[config.mk]
export PLATFORM = sky130hd
export DESIGN_NAME = i2c_bus_bringup
export DESIGN_NICKNAME = d
export VERILOG_FILES = /design/src/rtl/i2c_bringup_pkg.sv /design/src/rtl/i2c_us_timer.sv /design/src/rtl/i2c_bringup_fsm.sv /design/src/rtl/i2c_bringup_regport.sv /design/src/rtl/i2c_bus_bringup.sv
export SDC_FILE = /design/constraint.sdc
export NUM_CORES = 1
export LEC_CHECK = 0
export ABC_CLOCK_PERIOD_IN_PS = 5800
export CAP_MARGIN = 15
export CORE_ASPECT_RATIO = 1.4
export CORE_UTILIZATION = 50
export DETAILED_ROUTE_END_ITERATION = 10
export PLACE_DENSITY = 0.75
export SLEW_MARGIN = 30
export SYNTH_ARGS = -nofsm -noshare
export SYNTH_HDL_FRONTEND = slang
export SYNTH_SLANG_ARGS = --single-unit
[constraint.sdc]
create_clock -name clk -period 5.8 [get_ports clk]
set_input_delay 0.58 -clock clk [delete_from_list [all_inputs] [get_ports clk]]
set_output_delay 0.58 -clock clk [all_outputs]
set_load 0.02 [all_outputs]
[src/rtl/i2c_bringup_pkg.sv]
package i2c_bringup_pkg;
  localparam int REG_W  = 8;
  localparam int ADDR_W = 3;

  localparam logic [ADDR_W-1:0] RA_CTRL = 3'd0;
  localparam logic [ADDR_W-1:0] RA_STAT = 3'd1;
  localparam logic [ADDR_W-1:0] RA_DATA = 3'd2;
  localparam logic [ADDR_W-1:0] RA_OWN  = 3'd3;
  localparam logic [ADDR_W-1:0] RA_DIV  = 3'd4;
  localparam logic [ADDR_W-1:0] RA_FILT = 3'd5;

  // control bit positions
  localparam int CB_EN   = 7;
  localparam int CB_FLAG = 6;
  localparam int CB_MSTA = 5;
  // status bit positions
  localparam int SB_BUSY = 5;
  localparam int SB_ARB  = 4;
  localparam int SB_IRQ  = 1;

  localparam logic [REG_W-1:0] CV_EN   = REG_W'(1) << CB_EN;
  localparam logic [REG_W-1:0] CV_FLAG = REG_W'(1) << CB_FLAG;
  localparam logic [REG_W-1:0] CV_MSTA = REG_W'(1) << CB_MSTA;
  localparam logic [REG_W-1:0] SV_USED = (REG_W'(1) << SB_BUSY) |
                                         (REG_W'(1) << SB_ARB) |
                                         (REG_W'(1) << SB_IRQ);

  typedef enum logic [3:0] {
    OP_NONE, OP_CTRL_OFF, OP_DIV, OP_FILT, OP_OWN, OP_STAT_CLR,
    OP_CTRL_ON, OP_RD_STAT, OP_CTRL_GRAB, OP_CTRL_MS_F,
    OP_CTRL_GRAB_F, OP_RD_DATA, OP_CTRL_ON_F
  } op_e;

  typedef enum logic [4:0] {
    S_IDLE, S_OFF, S_SETTLE, S_DIV, S_FILT, S_OWN, S_CLRST, S_ON,
    S_POLLFREE, S_GRAB, S_POLLBB, S_CHKARB, S_STK_OFF, S_STK_WAIT,
    S_STK_MS, S_STK_GRAB, S_DUMMY, S_POLLIF, S_X_ON, S_X_CLR, S_X_WAIT
  } st_e;
endpackage

[src/rtl/i2c_us_timer.sv]
module i2c_us_timer #(
  parameter int TICKS_PER_US = 100,
  parameter int UW           = 17
) (
  input  logic          clk,
  input  logic          rst_n,
  input  logic          clr,
  output logic          us_wrap,
  output logic [UW-1:0] us_cnt
);
  localparam int TW = (TICKS_PER_US > 1) ? $clog2(TICKS_PER_US) : 1;

  logic [TW-1:0] tick_cnt;

  assign us_wrap = (tick_cnt == TW'(TICKS_PER_US - 1));

  always_ff @(posedge clk or negedge rst_n) begin
    if (!rst_n) begin
      tick_cnt <= '0;
      us_cnt   <= '0;
    end else if (clr) begin
      tick_cnt <= '0;
      us_cnt   <= '0;
    end else if (us_wrap) begin
      tick_cnt <= '0;
      us_cnt   <= us_cnt + UW'(1);
    end else begin
      tick_cnt <= tick_cnt + TW'(1);
    end
  end
endmodule

[src/rtl/i2c_bringup_fsm.sv]
module i2c_bringup_fsm
  import i2c_bringup_pkg::*;
#(
  parameter int SETTLE_US  = 5,
  parameter int HOLD_US    = 100,
  parameter int TIMEOUT_US = 100000,
  parameter int UW         = 17
) (
  input  logic          clk,
  input  logic          rst_n,
  input  logic          start,
  input  logic          st_busy,
  input  logic          st_arb,
  input  logic          st_irq,
  input  logic          us_wrap,
  input  logic [UW-1:0] us_cnt,
  output op_e           op,
  output logic          tmr_clr,
  output logic          busy,
  output logic          done,
  output logic          fail
);
  st_e  st, nxt;
  logic go, finish, set_fail, fail_pend;
  logic exp_settle, exp_hold, exp_window;

  assign go         = start && (st == S_IDLE);
  assign exp_settle = us_wrap && (us_cnt == UW'(SETTLE_US - 1));
  assign exp_hold   = us_wrap && (us_cnt == UW'(HOLD_US - 1));
  assign exp_window = us_wrap && (us_cnt == UW'(TIMEOUT_US - 1));

  always_comb begin
    nxt      = st;
    op       = OP_NONE;
    finish   = 1'b0;
    set_fail = 1'b0;
    case (st)
      S_IDLE:     if (go) nxt = S_OFF;
      S_OFF:      begin op = OP_CTRL_OFF; nxt = S_SETTLE; end
      S_SETTLE:   if (exp_settle) nxt = S_DIV;
      S_DIV:      begin op = OP_DIV;  nxt = S_FILT; end
      S_FILT:     begin op = OP_FILT; nxt = S_OWN; end
      S_OWN:      begin op = OP_OWN;  nxt = S_CLRST; end
      S_CLRST:    begin op = OP_STAT_CLR; nxt = S_ON; end
      S_ON:       begin op = OP_CTRL_ON;  nxt = S_POLLFREE; end
      S_POLLFREE: begin
        op = OP_RD_STAT;
        if (!st_busy) begin nxt = S_IDLE; finish = 1'b1; end
        else if (exp_window) nxt = S_GRAB;
      end
      S_GRAB:     begin op = OP_CTRL_GRAB; nxt = S_POLLBB; end
      S_POLLBB:   begin
        op = OP_RD_STAT;
        if (st_busy) nxt = S_CHKARB;
        else if (exp_window) begin set_fail = 1'b1; nxt = S_X_ON; end
      end
      S_CHKARB:   begin op = OP_RD_STAT; nxt = st_arb ? S_STK_OFF : S_DUMMY; end
      S_STK_OFF:  begin op = OP_CTRL_OFF; nxt = S_STK_WAIT; end
      S_STK_WAIT: if (exp_hold) nxt = S_STK_MS;
      S_STK_MS:   begin op = OP_CTRL_MS_F;   nxt = S_STK_GRAB; end
      S_STK_GRAB: begin op = OP_CTRL_GRAB_F; nxt = S_DUMMY; end
      S_DUMMY:    begin op = OP_RD_DATA; nxt = S_POLLIF; end
      S_POLLIF:   begin
        op = OP_RD_STAT;
        if (st_irq) nxt = S_X_ON;
        else if (exp_window) begin set_fail = 1'b1; nxt = S_X_ON; end
      end
      S_X_ON:     begin op = OP_CTRL_ON_F; nxt = S_X_CLR; end
      S_X_CLR:    begin op = OP_STAT_CLR;  nxt = S_X_WAIT; end
      S_X_WAIT:   if (exp_hold) begin nxt = S_IDLE; finish = 1'b1; end
      default:    nxt = S_IDLE;
    endcase
  end

  assign tmr_clr = (nxt != st);
  assign busy    = (st != S_IDLE);

  always_ff @(posedge clk or negedge rst_n) begin
    if (!rst_n) begin
      st        <= S_IDLE;
      done      <= 1'b0;
      fail      <= 1'b0;
      fail_pend <= 1'b0;
    end else begin
      st   <= nxt;
      done <= finish;
      if (go) fail_pend <= 1'b0;
      else if (set_fail) fail_pend <= 1'b1;
      if (go) fail <= 1'b0;
      else if (finish) fail <= fail_pend;
    end
  end
endmodule

[src/rtl/i2c_bringup_regport.sv]
module i2c_bringup_regport
  import i2c_bringup_pkg::*;
(
  input  op_e               op,
  input  logic [REG_W-1:0]  div,
  input  logic [REG_W-1:0]  filt,
  input  logic [REG_W-2:0]  own,
  input  logic              errata,
  output logic              wr,
  output logic              rd,
  output logic [ADDR_W-1:0] addr,
  output logic [REG_W-1:0]  wdata
);
  logic [REG_W-1:0] flag;

  assign flag = errata ? CV_FLAG : '0;

  always_comb begin
    wr    = 1'b0;
    rd    = 1'b0;
    addr  = RA_CTRL;
    wdata = '0;
    case (op)
      OP_CTRL_OFF:    wr = 1'b1;
      OP_DIV:         begin wr = 1'b1; addr = RA_DIV;  wdata = div; end
      OP_FILT:        begin wr = 1'b1; addr = RA_FILT; wdata = filt; end
      OP_OWN:         begin wr = 1'b1; addr = RA_OWN;  wdata = {own, 1'b0}; end
      OP_STAT_CLR:    begin wr = 1'b1; addr = RA_STAT; end
      OP_CTRL_ON:     begin wr = 1'b1; wdata = CV_EN; end
      OP_RD_STAT:     begin rd = 1'b1; addr = RA_STAT; end
      OP_CTRL_GRAB:   begin wr = 1'b1; wdata = CV_EN | CV_MSTA; end
      OP_CTRL_MS_F:   begin wr = 1'b1; wdata = CV_MSTA | flag; end
      OP_CTRL_GRAB_F: begin wr = 1'b1; wdata = CV_EN | CV_MSTA | flag; end
      OP_RD_DATA:     begin rd = 1'b1; addr = RA_DATA; end
      OP_CTRL_ON_F:   begin wr = 1'b1; wdata = CV_EN | flag; end
      default:        ;
    endcase
  end
endmodule

[src/rtl/i2c_bus_bringup.sv]
module i2c_bus_bringup
  import i2c_bringup_pkg::*;
#(
  parameter int TICKS_PER_US = 100,
  parameter int SETTLE_US    = 5,
  parameter int HOLD_US      = 100,
  parameter int TIMEOUT_US   = 100000
) (
  input  logic             clk,
  input  logic             rst_n,
  input  logic             start,
  input  logic [REG_W-1:0] cfg_div,
  input  logic [REG_W-1:0] cfg_filt,
  input  logic [REG_W-2:0] cfg_own,
  input  logic             errata_en,
  output logic             reg_wr,
  output logic             reg_rd,
  output logic [ADDR_W-1:0] reg_addr,
  output logic [REG_W-1:0] reg_wdata,
  input  logic [REG_W-1:0] reg_rdata,
  output logic             busy,
  output logic             done,
  output logic             fail
);
  localparam int MAX_US = (TIMEOUT_US > HOLD_US) ?
                          ((TIMEOUT_US > SETTLE_US) ? TIMEOUT_US : SETTLE_US) :
                          ((HOLD_US > SETTLE_US) ? HOLD_US : SETTLE_US);
  localparam int UW = $clog2(MAX_US + 1);

  logic [REG_W-1:0] cap_div, cap_filt;
  logic [REG_W-2:0] cap_own;
  logic             cap_err;
  logic             accept, tmr_clr, us_wrap;
  logic [UW-1:0]    us_cnt;
  op_e              op;
  logic             unused_rdata;

  assign accept       = start && !busy;
  assign unused_rdata = ^(reg_rdata & ~SV_USED);

  always_ff @(posedge clk or negedge rst_n) begin
    if (!rst_n) begin
      cap_div  <= '0;
      cap_filt <= '0;
      cap_own  <= '0;
      cap_err  <= 1'b0;
    end else if (accept) begin
      cap_div  <= cfg_div;
      cap_filt <= cfg_filt;
      cap_own  <= cfg_own;
      cap_err  <= errata_en;
    end
  end

  i2c_us_timer #(.TICKS_PER_US(TICKS_PER_US), .UW(UW)) u_timer (
    .clk(clk), .rst_n(rst_n), .clr(tmr_clr), .us_wrap(us_wrap), .us_cnt(us_cnt)
  );

  i2c_bringup_fsm #(
    .SETTLE_US(SETTLE_US), .HOLD_US(HOLD_US), .TIMEOUT_US(TIMEOUT_US), .UW(UW)
  ) u_fsm (
    .clk(clk), .rst_n(rst_n), .start(start),
    .st_busy(reg_rdata[SB_BUSY]), .st_arb(reg_rdata[SB_ARB]),
    .st_irq(reg_rdata[SB_IRQ]), .us_wrap(us_wrap), .us_cnt(us_cnt),
    .op(op), .tmr_clr(tmr_clr), .busy(busy), .done(done), .fail(fail)
  );

  i2c_bringup_regport u_port (
    .op(op), .div(cap_div), .filt(cap_filt), .own(cap_own), .errata(cap_err),
    .wr(reg_wr), .rd(reg_rd), .addr(reg_addr), .wdata(reg_wdata)
  );
endmodule

* Word-level counts from Yosys, hierarchy flattened
Index checks and enable logic that the tools add are counted.
** Word-level totals
- Register bits :: 56
- Input port bits :: 35
- Bits in writable memories :: 0
- Output and inout port bits :: 16
- Logic and storage cells :: 98
- Memories :: 0
- Bits in read-only memories :: 0
- Bits in latches :: 0
** Operators by class
- Muxes and demuxes :: 32
- Eq/ne operators :: 37
- Reductions and logical operators :: 17
- Shifts and indexed selects :: 0
- Multipliers :: 0
- Add/sub/neg operators :: 2
- Div/mod/pow operators :: 0
- Bitwise gates (word level) :: 0
- Order comparisons :: 0
** Operator list (number)
- 5-bit case mux with 21 select lines :: 1
- 8-bit case mux with 8 select lines :: 1
- 5-bit two-way mux :: 10
- 4-bit case mux with 12 select lines :: 1
- 5-bit by 4-bit equality test with 1-bit output, second input constant :: 8
- 17-bit two-way mux :: 2
- 5-bit equality test, second input constant :: 5
- 7-bit two-way mux :: 3
- 4-bit equality test, second input constant :: 5
- 5-bit by 3-bit equality test with 1-bit output, second input constant :: 4
- 17-bit by 1-bit adder with 17-bit output, second input constant :: 1
- 17-bit equality test, second input constant :: 1
- 17-bit by 3-bit equality test with 1-bit output, second input constant :: 1
- 17-bit by 7-bit equality test with 1-bit output, second input constant :: 1
- 4-bit by 3-bit equality test with 1-bit output, second input constant :: 4
- 3-bit case mux with 5 select lines :: 1
- 1-bit two-way mux :: 11
- 5-bit by 2-bit equality test with 1-bit output, second input constant :: 2
- 10-bit OR reduction :: 1
- 4-bit by 2-bit equality test with 1-bit output, second input constant :: 2
- 2-bit OR reduction :: 4
- 7-bit by 1-bit adder with 7-bit output, second input constant :: 1
- 7-bit equality test, second input constant :: 1
- 2-bit nonzero test :: 3
- other kinds (9) :: 14

* Longest topological paths before layout
Gate-level depths: netlist of the first run.
- Depth after elaboration :: 7
- Mapped depth :: 9
- Mapped depth without buffers :: 7

* Cells and area by module
From an unflattened synthesis of the first run, not the netlist that was laid out.
** Second synthesis, totals
- Cells, all modules :: 343
- Area, all modules :: 3502.1 um^2
** Modules (own cells, without submodules)
- i2c_us_timer :: instances 1, seq. area each 600.6 um^2, area each 1219.9 um^2, cells each 120
- i2c_bus_bringup :: instances 1, seq. area each 600.6 um^2, area each 1011.0 um^2, cells each 52
- i2c_bringup_fsm :: instances 1, seq. area each 200.2 um^2, area each 885.8 um^2, cells each 119
- i2c_bringup_regport :: instances 1, seq. area each 0.0 um^2, area each 385.4 um^2, cells each 52

* Worst setup path before layout of the first run
OpenSTA, ideal clock, no wires.
- Path type :: register to output
- From :: register u_fsm.st[0]
- To :: output port reg_wdata[7]
- Arrival :: 1.877 ns
- Required time :: 5.220 ns
- Stages on the path, launching flop included :: 6
- Buffers on the path :: 2
- Setup slack :: 3.343 ns
- Path through :: dfrtp_1 > buf_2 > buf_1 > nor4_1 > a22oi_1 > o21ai_0
** On the way
- Longest elaborated chain between the ends :: 5
- Elaborated cells on any way between the ends :: 30
- Those cells by class :: 25 x eq/ne; 2 x mux; 3 x reduce/logical
** RTL lines
- from (decl) :: line i2c_bringup_fsm.sv:23 : st_e st, nxt;
- from (signal assigned) :: line i2c_bringup_fsm.sv:85 : st <= nxt;
- 5-bit by 4-bit equality test with 1-bit output, or another cell as far along :: line i2c_bringup_fsm.sv:37 : case (st)
- 4-bit OR reduction (no source line) / 2-bit OR reduction (equally long branches)
- 4-bit case mux with 12 select lines (*) :: line i2c_bringup_fsm.sv:37
- 4-bit equality test, or another cell as far along :: line i2c_bringup_regport.sv:23 : case (op)
- 8-bit case mux with 8 select lines (*) :: line i2c_bringup_regport.sv:23
- to (decl) :: line i2c_bus_bringup.sv:19 : output logic [REG_W-1:0] reg_wdata,
Every way passes the cells marked *; elsewhere a longest branch is shown, timed or not.

* Worst setup path after layout of the first run
- From :: register u_fsm.st[0]
- To :: output port reg_wdata[3]
Same word-level chain as after synthesis.

==> out/results.txt, run 1 <==
CP Launch Type -> register
post-detail-place hpwl -> 4.99 mm
initial antenna violation count -> 0
dominant cell by count in the synthesized netlist -> dfrtp_1
pin count of the biggest net entering global routing -> 57
max-slew violations -> 0
CTS Root Cell -> clkbuf_8
post-route cell area -> 3920 um2
Tot GR Track Use -> 21.3%
register share of total power -> 37.4%
Core Rows -> 35
Synth Area in Compound Gates -> 11.1%
Num CTS Buffers -> 5
Crit Path Class -> reg -> out
Leakage -> 1.54 nW
Bufs and invs on worst path -> 1
Synth Flop Type -> dfrtp_1
layout cells sized above 1 -> 19.4%
Post-CTS Setup Inserts -> 0
setup TNS -> 0 ps
R2R setup slack -> 3000 ps
vias -> 2633
RSZ-0062 raised after global routing -> no
initial core utilization -> 51.4%
CP required -> 5220 ps
DRC -> 0
core area -> 6570 um2
cell family with most CP delay -> simple AND/OR/NAND/NOR gates
Mapped Nets -> 374
top cells by area, synth -> dfrtp_1, mux2_2, nor3_2, nand2_1, xor2_1
CTS Buffer Depth -> 2
CTS resizes -> 0
hold_buf cts -> 0
die height -> 99.2 um
clk_lat worst skew -> 310 ps
nets -> 408
die area -> 7090 um2
worst slew pin tran -> 924 ps
number of setup violations in the final report -> 0
Synth async-reset ratio -> 100%
Slew Limit Headroom -> 37.9%
H-tree depth -> 2
mapped cell area -> 3380 um2
final hold violation count -> 0
global route overflow -> 0
via-per-instance ratio -> 5.92
area share of and/or/nand/nor cells after synthesis -> 28.1%
peak supply drop -> 0.147 mV
Post-synth top cells -> dfrtp_1, nand2_1, mux2_2
clk slew on worst S/H paths -> 110 ps
min Tclk post-route -> 3710 ps
setup ws final -> 2090 ps
Final GP Congestion -> 0.925
vias in the first global route -> 2635
power per cell area -> 435 nW/um2
Num Clock Sinks -> 56
Mapped Avg Cell Area -> 10.0 um2
cell taking the most area after synthesis -> dfrtp_1
slowest CP cell -> nor3_1
#FFs+latches synth -> 56
Ports -> 51
area delta synth->final -> 16.2%
Placed Area -> 3830 um2
Yosys cell types -> 55
Logic pwr share -> 49.1%
Die Span X -> 71.4 um
initial DRC count -> 170
sequential fraction of the synthesis area -> 41.5%
DRT Pass-1 Iters -> 4
IO Port Bufs -> 45
worst-path cell chain -> nand2b_1 > nor3_1 > a22oi_1 > nand2_1 > clkdlybuf4s50_1
Tcrit/Tclk final -> 64.0%
YS warnings -> 0
Clk network pwr share -> 13.5%
switching part of the total -> 43.0%
Crit Path Max Fanout -> 20
NetSw -> 0.733 mW
Post-Syn Instances -> 336
post-synthesis mux area share -> 8.30%
CTS tree -> done
Crit path arrival time -> 3130 ps
CP max stage delay -> 780 ps
drt total wl -> 7.12 mm
internal power -> 0.972 mW
Setup crit start -> u_fsm.st[0]
nature of the critical path endpoint -> output pin
Post-Synth Adder-Cell Area -> 1.11%
first-pass GRT wire length -> 12.2 mm
Clock Skew -> 9.48 ps
Setup Slack @ Placement -> 2460 ps
R2R cell count -> 7
status -> finished, final reports clean
worst r2r dst -> u_timer.tick_cnt[6]
area share of xor/xnor cells in the synthesized design -> 5.45%
DR WL/cell -> 16.0 um
largest family of logic cells by synthesized area -> simple AND/OR/NAND/NOR gates
ant diodes -> 0
Hold Crit Class -> in -> async
worst flop-to-flop path startpoint -> u_fsm.st[3]
maximum capacitance violations -> 0
Synth top area share -> 41.5%
Max Clk Rate -> 270 MHz
EDFF count, synth -> 0
ANT nets after route -> 0
[how the worst max path moves through the flow]
| stage | to | slack, ps | cells after the start |
|---|---|---|---|
| 3_3_place_gp | reg_wdata[6] | 2480 | 5 |
| 4_1_cts | reg_wdata[3] | 2090 | 5 |
| 3_5_place_dp | reg_wdata[3] | 2460 | 5 |
| 5_1_grt | reg_wdata[2] | 1840 | 5 |
| 6_report | reg_wdata[3] | 2090 | 5 |
| 2_1_floorplan | reg_wdata[7] | 3340 | 5 |
[cell type report]
class | instances | area [um2]
clock buffers | 5 | 68.8
clock inverters | 3 | 25.0
fillers | 580 | 2650
inverters | 7 | 26.3
multi-input cells | 251 | 1830
flip-flops and latches | 56 | 1400
well taps | 74 | 92.6
repair buffers | 49 | 475
[power groups by stage]
stage,clock network [mW],logic (mW),registers (mW)
6_report,0.229,0.837,0.638
4_1_cts,0.234,0.848,0.638
2_1_floorplan,0,0.713,0.551
5_1_grt,0.251,0.916,0.662
3_5_place_dp,0,0.846,0.647
3_3_place_gp,0,0.835,0.639
[per-layer routing]
layer  part of all wire [%]  vias to the layer above  routed length [um]  GRT usage [%]
li1                       -                     1276                   -              -
met1                     43                     1296                3060           25.6
met2                     52                       53                3690           39.0
met3                    3.7                        8                 264           3.44
met4                    1.5                        0                 104           5.23
met5                      0                        -                   0              0
[through the flow]
step | hold WS, ps | total power [mW] | util, % | cells
floorplan | 284 | 1.26 | - | 336
global placement | 449 | 1.47 | 58.2 | 437
detailed placement | 462 | 1.49 | 58.3 | 437
CTS | 422 | 1.72 | 59.7 | 445
global route | 445 | 1.83 | 59.7 | 445
finish | 370 | 1.71 | 59.7 | 445
[cell families (layout without fill, tap and decap cells)]
logic type | Yosys count | count (layout)
simple gates | 151 | 151
compound gates | 51 | 51
xor+xnor | 21 | 21
fa+ha+maj | 3 | 3
buf+inv | 29 | 64
flops | 56 | 56
mux | 25 | 25
[worst register-to-register path, delay by kind of cell (launching register included)]
kind | cells | cell delay (ps)
flip-flops | 1 | 810
AO/OA/AOI/OAI | 2 | 300
AND/OR/NAND/NOR | 4 | 1210
buffers and inverters | 1 | 360
[registers in the layout (all words and copies together), names as in the netlist]
name and flops:
u_fsm.fail_pend 1, u_fsm.done 1, u_timer.us_cnt 17, cap_own 7, u_timer.tick_cnt 7, cap_filt 8, cap_err 1, cap_div 8
u_fsm.fail 1, u_fsm.st 5
[layout by cell type, fill, tap and decap left out, types with 10 or more instances in the layout]
| cell | netlist | layout |
|---|---|---|
| nor3_1 | 10 | 10 |
| mux2_2 | 24 | 24 |
| nand3_1 | 15 | 14 |
| xor2_1 | 11 | 11 |
| dfrtp_1 | 56 | 56 |
| clkdlybuf4s50_1 | 0 | 44 |
| nor4_1 | 10 | 10 |
| o21ai_0 | 10 | 10 |
| nor3_2 | 19 | 19 |
| xnor2_1 | 10 | 10 |
| nand2_1 | 26 | 26 |
| nor2_1 | 21 | 21 |
Power figures use the tool's default switching activity.
==> run 2: changes to the inputs <==
ABC_CLOCK_PERIOD_IN_PS = 3860   (was 5800)
clock period = 3.86 ns   (was 5.8 ns; I/O delays follow)
==> run 2 against run 1 <==
Net effect: cell count is 0.67% higher; clock skew down 4.9 ps; sequential power up 47%; clock power rose by 51%; clock-buffer cell count is the same; highest routed layer unchanged.
==> out/results.txt, run 2 (synthesized netlist as in run 1, its figures left out) <==
ANT nets after route -> 0 (unchanged)
die area -> 7090 um2 (unchanged)
Final GP Congestion -> 0.873 (was 0.925)
Slew Limit Headroom -> 50.2% (was 37.9%)
Placed Area -> 3840 um2 (was 3830 um2)
max-slew violations -> 0 (unchanged)
CTS Root Cell -> clkbuf_8 (unchanged)
CTS resizes -> 0 (unchanged)
Overall Power -> 2.58 mW (was 1.71 mW)
CP max stage delay -> 670 ps (was 780 ps)
number of setup violations in the final report -> 0 (unchanged)
Crit Path Class -> reg -> out (unchanged)
post-detail-place hpwl -> 5.10 mm (was 4.99 mm)
Ports -> 51 (unchanged)
peak supply drop -> 0.273 mV (was 0.147 mV)
most frequent cells in the layout -> dfrtp_1, clkdlybuf4s50_1, nand2_1, mux2_2, nor2_1 (unchanged)
Crit path depth -> 4 (was 5)
R2R cell count -> 7 (unchanged)
area delta synth->final -> 16.8% (was 16.2%)
Biggest register -> u_timer.us_cnt (unchanged)
H-tree depth -> 2 (unchanged)
clk slew on worst S/H paths -> 110 ps (about the same)
setup TNS -> 0 ps (unchanged)
status -> finished, final reports clean (unchanged)
layout cells sized above 1 -> 19.8% (was 19.4%)
final hold violation count -> 0 (unchanged)
Max Clk Rate -> 314 MHz
Num Clock Sinks -> 56 (unchanged)
Crit Path Max Fanout -> 23 (was 20)
core area -> 6570 um2 (unchanged)
CP Launch Type -> register (unchanged)
DR WL/cell -> 16.3 um (was 16.0 um)
post-route cell area -> 3940 um2 (was 3920 um2)
most common cell after layout, fill and taps aside -> dfrtp_1 (unchanged)
Post-CTS Setup Inserts -> 0 (unchanged)
Clock Skew -> 4.54 ps (was 9.48 ps)
clk_lat worst skew -> 320 ps (was 310 ps)
nature of the critical path endpoint -> output pin (unchanged)
Hold Crit Class -> in -> async (unchanged)
RSZ-0062 raised after global routing -> no (unchanged)
die height -> 99.2 um (unchanged)
cell family with most CP delay -> simple AND/OR/NAND/NOR gates (unchanged)
initial core utilization -> 51.4% (unchanged)
worst-path cell chain -> nor3_1 > and2_1 > a221o_1 > clkdlybuf4s50_1 (was nand2b_1 > nor3_1 > a22oi_1 > nand2_1 > clkdlybuf4s50_1)
initial antenna violation count -> 0 (unchanged)
via-per-instance ratio -> 5.86 (was 5.92)
min Tclk post-route -> 3190 ps
Die Span X -> 71.4 um (unchanged)
first-pass GRT wire length -> 12.3 mm (was 12.2 mm)
pin count of the biggest net entering global routing -> 38 (was 57)
Leakage -> 1.55 nW (was 1.54 nW)
CP required -> 3470 ps (was 5220 ps)
vias in the first global route -> 2650 (was 2635)
Bufs and invs on worst path -> 1 (unchanged)
max reg flops -> 17 (unchanged)
IO Port Bufs -> 45 (unchanged)
power per cell area -> 656 nW/um2 (was 435 nW/um2)
vias -> 2626 (was 2633)
Tcrit/Tclk final -> 82.6%
Tot GR Track Use -> 21.8% (was 21.3%)
maximum capacitance violations -> 0 (unchanged)
ant diodes -> 0 (unchanged)
nets -> 411 (was 408)
DRT Pass-1 Iters -> 4 (unchanged)
Largest regs -> u_timer.us_cnt x17, cap_div x8, cap_filt x8 (unchanged)
drt total wl -> 7.30 mm (was 7.12 mm)
initial DRC count -> 226 (was 170)
DRC -> 0 (unchanged)
Core Rows -> 35 (unchanged)
hold_buf cts -> 0 (unchanged)
worst slew pin tran -> 747 ps (was 924 ps)
Crit path arrival time -> 2800 ps (was 3130 ps)
global route overflow -> 0 (unchanged)
slowest CP cell -> dfrtp_1 (was nor3_1)
CTS Buffer Depth -> 2 (unchanged)
CTS tree -> done (unchanged)
Num CTS Buffers -> 5 (unchanged)
[run 2: worst reg2reg max path, cell delays in order, from the launching register on]
cell,delay [ps]
dfrtp_1,840
nand2b_1,300
or3_1,500
nor4_1,310
o221ai_1,160
o2111ai_2,130
buf_4,370
nor4_1,110
[run 2: report_power, final]
| group | internal [mW] | total (mW) | switching (mW) |
|---|---|---|---|
| registers | 0.752 | 0.938 | 0.186 |
| logic | 0.586 | 1.30 | 0.715 |
| clock network | 0.133 | 0.346 | 0.213 |
[run 2: per-stage QoR]
step                      setup WS [ps]  hold WS [ps]  utilization (%)  instances
after floorplan                    1600          90.4                -        336
after global placement             1040           448             58.5        440
after detailed placement           1030           471             58.5        440
after CTS                           674           194             60.0        448
after global routing                484          43.5             60.0        448
final                               672          25.7             60.0        448
[run 2: layout make-up]
class / count / area (um2)
Sequential cell: 56 / 1400
Tap cell: 74 / 92.6
Inverter: 7 / 26.3
Timing Repair Buffer: 52 / 500
Fill cell: 565 / 2630
Clock buffer: 5 / 68.8
Multi-Input combinational cell: 251 / 1830
Clock inverter: 3 / 26.3
[run 2: layer usage]
metal / vias to the layer above / routed length [um] / track usage (%)
li1: 1286 / - / -
met4: 0 / 155 / 7.69
met3: 13 / 298 / 3.55
met2: 70 / 3730 / 38.6
met1: 1257 / 3110 / 26.5
met5: - / 0 / 0
[run 2: path summary, 6_finish.rpt]
kind                                          start  slack (ps)                   to
worst min register to register  u_timer.tick_cnt[0]         480  u_timer.tick_cnt[0]
worst max register to register          u_fsm.st[3]        1020  u_timer.tick_cnt[2]
min in group clk                u_timer.tick_cnt[0]         480  u_timer.tick_cnt[0]
max in group asynchronous                     rst_n        3180           u_fsm.done
worst max-delay path                    u_fsm.st[3]         670         reg_wdata[5]
worst min-delay path                          rst_n          30           cap_div[1]
